File: config.mk
export PLATFORM = sky130hd
export DESIGN_NAME = instr_ctl_dec
export DESIGN_NICKNAME = d
export VERILOG_FILES = /design/src/rtl/ictl_pkg.sv /design/src/rtl/ictl_match.sv /design/src/rtl/ictl_encode.sv /design/src/rtl/ictl_outreg.sv /design/src/rtl/instr_ctl_dec.sv
export SDC_FILE = /design/constraint.sdc
export NUM_CORES = 1
export LEC_CHECK = 0
export BUFFER_PORTS_ARGS = -buffer_cell sky130_fd_sc_hd__buf_2
export CAP_MARGIN = 20
export CELL_PAD_IN_SITES_DETAIL_PLACEMENT = 1
export CELL_PAD_IN_SITES_GLOBAL_PLACEMENT = 1
export CORE_MARGIN = 2
export CORE_UTILIZATION = 26
export CTS_BUF_LIST = sky130_fd_sc_hd__clkbuf_4
export CTS_CLUSTER_SIZE = 24
export DETAILED_ROUTE_END_ITERATION = 10
export PLACE_DENSITY_LB_ADDON = 0.3
export SKIP_LAST_GASP = 1
export SLEW_MARGIN = 20
export SYNTH_ARGS = -nofsm -noshare
export SYNTH_HDL_FRONTEND = slang
export SYNTH_SLANG_ARGS = --single-unit
File: constraint.sdc
create_clock -name clk -period 0.8 [get_ports clk]
set_input_delay 0.04 -clock clk [delete_from_list [all_inputs] [get_ports clk]]
set_output_delay 0.04 -clock clk [all_outputs]
set_load 0.05 [all_outputs]
File: src/rtl/ictl_pkg.sv
package ictl_pkg;
  localparam int ALU_W = 2;
  localparam int NTERM = 7;
  localparam int T_ADD = 0;
  localparam int T_SUB = 1;
  localparam int T_ORI = 2;
  localparam int T_LD  = 3;
  localparam int T_ST  = 4;
  localparam int T_BEQ = 5;
  localparam int T_JMP = 6;

  typedef enum logic [ALU_W-1:0] {
    ALU_ADD = 2'b00,
    ALU_SUB = 2'b01,
    ALU_OR  = 2'b10
  } alu_op_e;

  typedef struct packed {
    logic            dst_rd;
    logic            b_imm;
    logic            wb_mem;
    logic            rf_we;
    logic            dm_we;
    logic            br_sel;
    logic            jmp_sel;
    logic            imm_sext;
    logic [ALU_W-1:0] alu_op;
  } ctl_t;

  // operation code each term matches
  function automatic logic [5:0] term_op(input int k);
    case (k)
      T_ADD, T_SUB: term_op = 6'b000000;
      T_ORI:        term_op = 6'b001101;
      T_LD:         term_op = 6'b100011;
      T_ST:         term_op = 6'b101011;
      T_BEQ:        term_op = 6'b000100;
      default:      term_op = 6'b000010;
    endcase
  endfunction

  function automatic logic term_uses_fn(input int k);
    term_uses_fn = (k == T_ADD) || (k == T_SUB);
  endfunction

  function automatic logic [5:0] term_fn(input int k);
    term_fn = (k == T_SUB) ? 6'b100010 : 6'b100000;
  endfunction
endpackage

File: src/rtl/ictl_match.sv
module ictl_match
  import ictl_pkg::*;
#(
  parameter int OP_W = 6,
  parameter int FN_W = 6
) (
  input  logic             clk,
  input  logic             rst,
  input  logic [OP_W-1:0]  op_i,
  input  logic [FN_W-1:0]  fn_i,
  output logic [NTERM-1:0] hit_o
);
  for (genvar k = 0; k < NTERM; k++) begin : g_term
    logic op_eq;
    logic fn_ok;
    assign op_eq = (op_i == OP_W'(term_op(k)));
    if (term_uses_fn(k)) begin : g_fn
      assign fn_ok = (fn_i == FN_W'(term_fn(k)));
    end else begin : g_nofn
      assign fn_ok = 1'b1;
    end
    assign hit_o[k] = op_eq & fn_ok;
  end


  term_unique_chk: assert property (@(posedge clk) disable iff (rst)
    $onehot0(hit_o));
endmodule

File: src/rtl/ictl_encode.sv
module ictl_encode
  import ictl_pkg::*;
(
  input  logic [NTERM-1:0] hit_i,
  output ctl_t             ctl_o
);
  always_comb begin
    ctl_o          = '0;
    ctl_o.dst_rd   = hit_i[T_ADD] | hit_i[T_SUB];
    ctl_o.b_imm    = hit_i[T_ORI] | hit_i[T_LD] | hit_i[T_ST];
    ctl_o.wb_mem   = hit_i[T_LD];
    ctl_o.rf_we    = hit_i[T_ADD] | hit_i[T_SUB] | hit_i[T_ORI] | hit_i[T_LD];
    ctl_o.dm_we    = hit_i[T_ST];
    ctl_o.br_sel   = hit_i[T_BEQ];
    ctl_o.jmp_sel  = hit_i[T_JMP];
    ctl_o.imm_sext = hit_i[T_LD] | hit_i[T_ST];
    ctl_o.alu_op[0] = hit_i[T_SUB] | hit_i[T_BEQ];
    ctl_o.alu_op[1] = hit_i[T_ORI];
  end
endmodule

File: src/rtl/ictl_outreg.sv
module ictl_outreg
  import ictl_pkg::*;
(
  input  logic clk,
  input  logic rst,
  input  ctl_t d_i,
  output ctl_t q_o
);
  always_ff @(posedge clk) begin
    if (rst) q_o <= '0;
    else     q_o <= d_i;
  end


  rst_clear_chk: assert property (@(posedge clk)
    rst |=> (q_o == '0));


  one_effect_chk: assert property (@(posedge clk) disable iff (rst)
    $countones({q_o.rf_we, q_o.dm_we, q_o.br_sel, q_o.jmp_sel}) <= 1);
endmodule

File: src/rtl/instr_ctl_dec.sv
module instr_ctl_dec
  import ictl_pkg::*;
#(
  parameter int OP_W = 6,
  parameter int FN_W = 6
) (
  input  logic             clk,
  input  logic             rst,
  input  logic [OP_W-1:0]  op_i,
  input  logic [FN_W-1:0]  fn_i,
  output logic             dst_rd,
  output logic             b_imm,
  output logic             wb_mem,
  output logic             rf_we,
  output logic             dm_we,
  output logic             br_sel,
  output logic             jmp_sel,
  output logic             imm_sext,
  output logic [ALU_W-1:0] alu_op
);
  logic [NTERM-1:0] hit;
  ctl_t             ctl_d;
  ctl_t             ctl_q;

  ictl_match #(.OP_W(OP_W), .FN_W(FN_W)) u_match (
    .clk(clk), .rst(rst), .op_i(op_i), .fn_i(fn_i), .hit_o(hit)
  );

  ictl_encode u_enc (.hit_i(hit), .ctl_o(ctl_d));

  ictl_outreg u_reg (.clk(clk), .rst(rst), .d_i(ctl_d), .q_o(ctl_q));

  assign dst_rd   = ctl_q.dst_rd;
  assign b_imm    = ctl_q.b_imm;
  assign wb_mem   = ctl_q.wb_mem;
  assign rf_we    = ctl_q.rf_we;
  assign dm_we    = ctl_q.dm_we;
  assign br_sel   = ctl_q.br_sel;
  assign jmp_sel  = ctl_q.jmp_sel;
  assign imm_sext = ctl_q.imm_sext;
  assign alu_op   = ctl_q.alu_op;


  unknown_quiet_chk: assert property (@(posedge clk) disable iff (rst)
    (hit == '0) |=> ({rf_we, dm_we, br_sel, jmp_sel, alu_op} == '0));


  store_nowb_chk: assert property (@(posedge clk) disable iff (rst)
    (op_i == OP_W'(6'b101011)) |=> (dm_we && !rf_we && imm_sext));


  branch_sub_chk: assert property (@(posedge clk) disable iff (rst)
    (op_i == OP_W'(6'b000100)) |=> (br_sel && alu_op == 2'b01 && !rf_we));


  jump_only_chk: assert property (@(posedge clk) disable iff (rst)
    (op_i == OP_W'(6'b000010)) |=> (jmp_sel && !dm_we && !rf_we && !br_sel));
endmodule

==> impl_results.md <==
* Worst Tran Pin Value at 0.291 ns
* Via density at 4.51
* Vias in the first global route at 276
* Hold Slack at 0.0210 ns
* Setup crit end kind: output port
* Worst hold-check path type: in -> reg
* Diode count at 0
* Post-synth top area share at a little under three fifths
* Fin nets at 76
* IO Port Bufs at 23
* Adder-Cell Fraction of Synth Area at 0%
* Crit path to: b_imm
* Critical-path maximum fanout at 1
* CP delay by family, top: flip-flops
* Ports at 24
* CP bufs+invs at 1
* Clock sink total at 10
* Die W at 40.6 microns
* # fillers at 147
* Setup crit start: u_reg.q_o[8]
* Antenna violations before repair at 0
* Syn nets at between 40 and 50
* # setup viols final at 0
* Most frequent cells after synthesis: dfxtp_1, nor2_1, inv_1, nand2_1, nor4_2
* Reg with most FFs: u_reg.q_o
* Ranking of synthesized cells by area: dfxtp_1, nor4_2, nor2_1
* Distinct cells, synth at 16
* Final instance area at approximately 590 sq um
* Total number of vias at 338
* Pwr Density at 1540 mW/mm^2
* Worst setup SP type: flop
* First-pass GRT wire length at 972 microns
* Layout area overhead at 69.2%
* GRT Util Overall at a little under a tenth
* Req. time, crit path at 0.76 ns
* Count leader, synth: dfxtp_1
* Area after DPL at 505 sq um
* Pre-antenna DRT Iters at 1
* DRC errors left at 0
* Ys flop type: dfxtp_1
* Chip Height at 40.6 microns
* Share of synthesized registers carrying an async set or reset at 0%
* Setup CP Type: reg -> out
* Slew headroom at 80.4%
* Worst Path Arrival at 0.73 ns
* Main combinational cell family by area after synthesis: simple AND/OR/NAND/NOR gates
* RePlAce Congestion at 0.653
* Critical path's slowest cell: dfxtp_1
* Mean Syn Cell Area at 11.3 sq um
* CTS clk-pin slew, worst paths at roughly 0.06 ns
* Floorplan row count at 13
* Post-synthesis cell type with the largest combined area: dfxtp_1
* Final wirelength at 714 microns
* Crit-path cells: buf_6
* Pin count of the biggest net entering global routing at 6
* Core Box Area at 0.00128 sq mm
* Max reg flops at 10
* Pleak at about 0.28 nW
* Remaining global-route overflow at 0
* Maxcap violations at 0
* Peak VDD IR at 0.572 mV
* CTS tree: done
* Critical Path Stages at 1
* XOR/XNOR Fraction of Synth Area at 0%
* Yosys warnings at 0
* Period minus WS final at 0.770 ns
* Post-Syn Area at 349 sq um
* Status: finished clean
* Biggest regs: u_reg.q_o x10
* Wirelength per Cell at about 9.5 microns
* H-Tree Depth at 1
* Detailed Place HPWL at ~620 microns
* Post-Synth Simple-Gate Area at 32.6%
* Post-synth EDFFs at 0
* Compound-gate portion of the synthesized area at under 10%
* CTS root buf: clkbuf_4
* Detailed Route Iter0 Violations at 0
* Initial Util at between 20 and 30%
* Full die area at 0.00165 sq mm
* Share of layout cells above drive strength 1 at 61.7%
* CP peak stage delay at 0.33 ns
* Syn Inst Count at 31
* Post-synthesis register bit count at 10
* Tcrit/Tclk final at 96.2%
* ANT nets after route at 0
* Mux cell area share after synthesis at 0%
* Max-slew violation count at 0
* Hold Violations, Final at 0
* Total clock buffers created by CTS at 3
* Upper clock frequency limit at about 1.3 GHz
* CTS Buffer Depth at 2
* Register area share after synthesis at a little under three fifths
==> layer usage <==
metal | GRT usage (%) | part of all wire (%)
met2 | 13.9 | 53
met1 | 11.3 | 42
met3 | 0 | 5.2
met5 | 0 | 0
met4 | 10.0 | 0
==> through the flow <==
step           cells  util (%)    TNS, ns  setup WS [ns]  power (mW)
6_report          75      46.0          0         0.0302       0.911
3_3_place_gp      72      39.3     -0.309        -0.0919       0.609
3_5_place_dp      72      39.3     -0.485         -0.146       0.610
5_1_grt           75      46.0  -0.000320      -0.000320       0.950
2_1_floorplan     31         -          0          0.112       0.544
4_1_cts           75      43.9   -0.00684       -0.00684       0.935
==> layout make-up <==
class | instances | area, sq um | share of cell area, %
Clock buffer | 3 | 22.5 | 3.81
Tap cell | 15 | 18.8 | 3.18
Sequential cell | 10 | 200 | 33.9
Multi-Input combinational cell | 18 | 138 | 23.3
Inverter | 3 | 11.3 | 1.91
Timing Repair Buffer | 26 | 200 | 33.9
==> where the power goes <==
group,switching (mW),leakage [nW],internal (mW)
Combinational,0.0519,0.190,0.0489
Clock,0.136,0.0138,0.172
Sequential,0.00157,0.0806,0.502
==> logic make-up (layout without fill, tap and decap cells) <==
kind of cell,Yosys count,after routing
DFF,10,10
and+or+nand+nor,16,16
buffers and inverters,3,32
AOI/OAI and AO/OA,2,2
==> placed cells by master (no fill, tap or decap) <==
cell type  count
buf_6         10
buf_2         13
o221ai_2       1
nand4_1        1
and2_1         1
inv_2          1
dfxtp_1       10
and3_2         1
nand3_2        1
buf_4          3
nor4b_2        1
a41oi_1        1
nor4_2         2
and4b_2        1
nand2_1        2
nor2_1         4
inv_1          2
clkbuf_4       3
nand3_1        1
nor3_1         1
==> how the worst min path moves through the flow <==
stage,from,to,cells past startpoint
floorplan,op_i[3],u_reg.q_o[7],1
global placement,op_i[3],u_reg.q_o[7],2
detailed placement,op_i[3],u_reg.q_o[7],2
CTS,op_i[3],u_reg.q_o[7],2
global route,op_i[3],u_reg.q_o[7],2
finish,op_i[3],u_reg.q_o[7],2
==> timing repair <==
action,in CTS,in global routing
buffers inserted,0,0
resized for setup,13,7
setup endpoints to repair,10,7
hold buffers,0,0
Power figures use the tool's default switching activity.
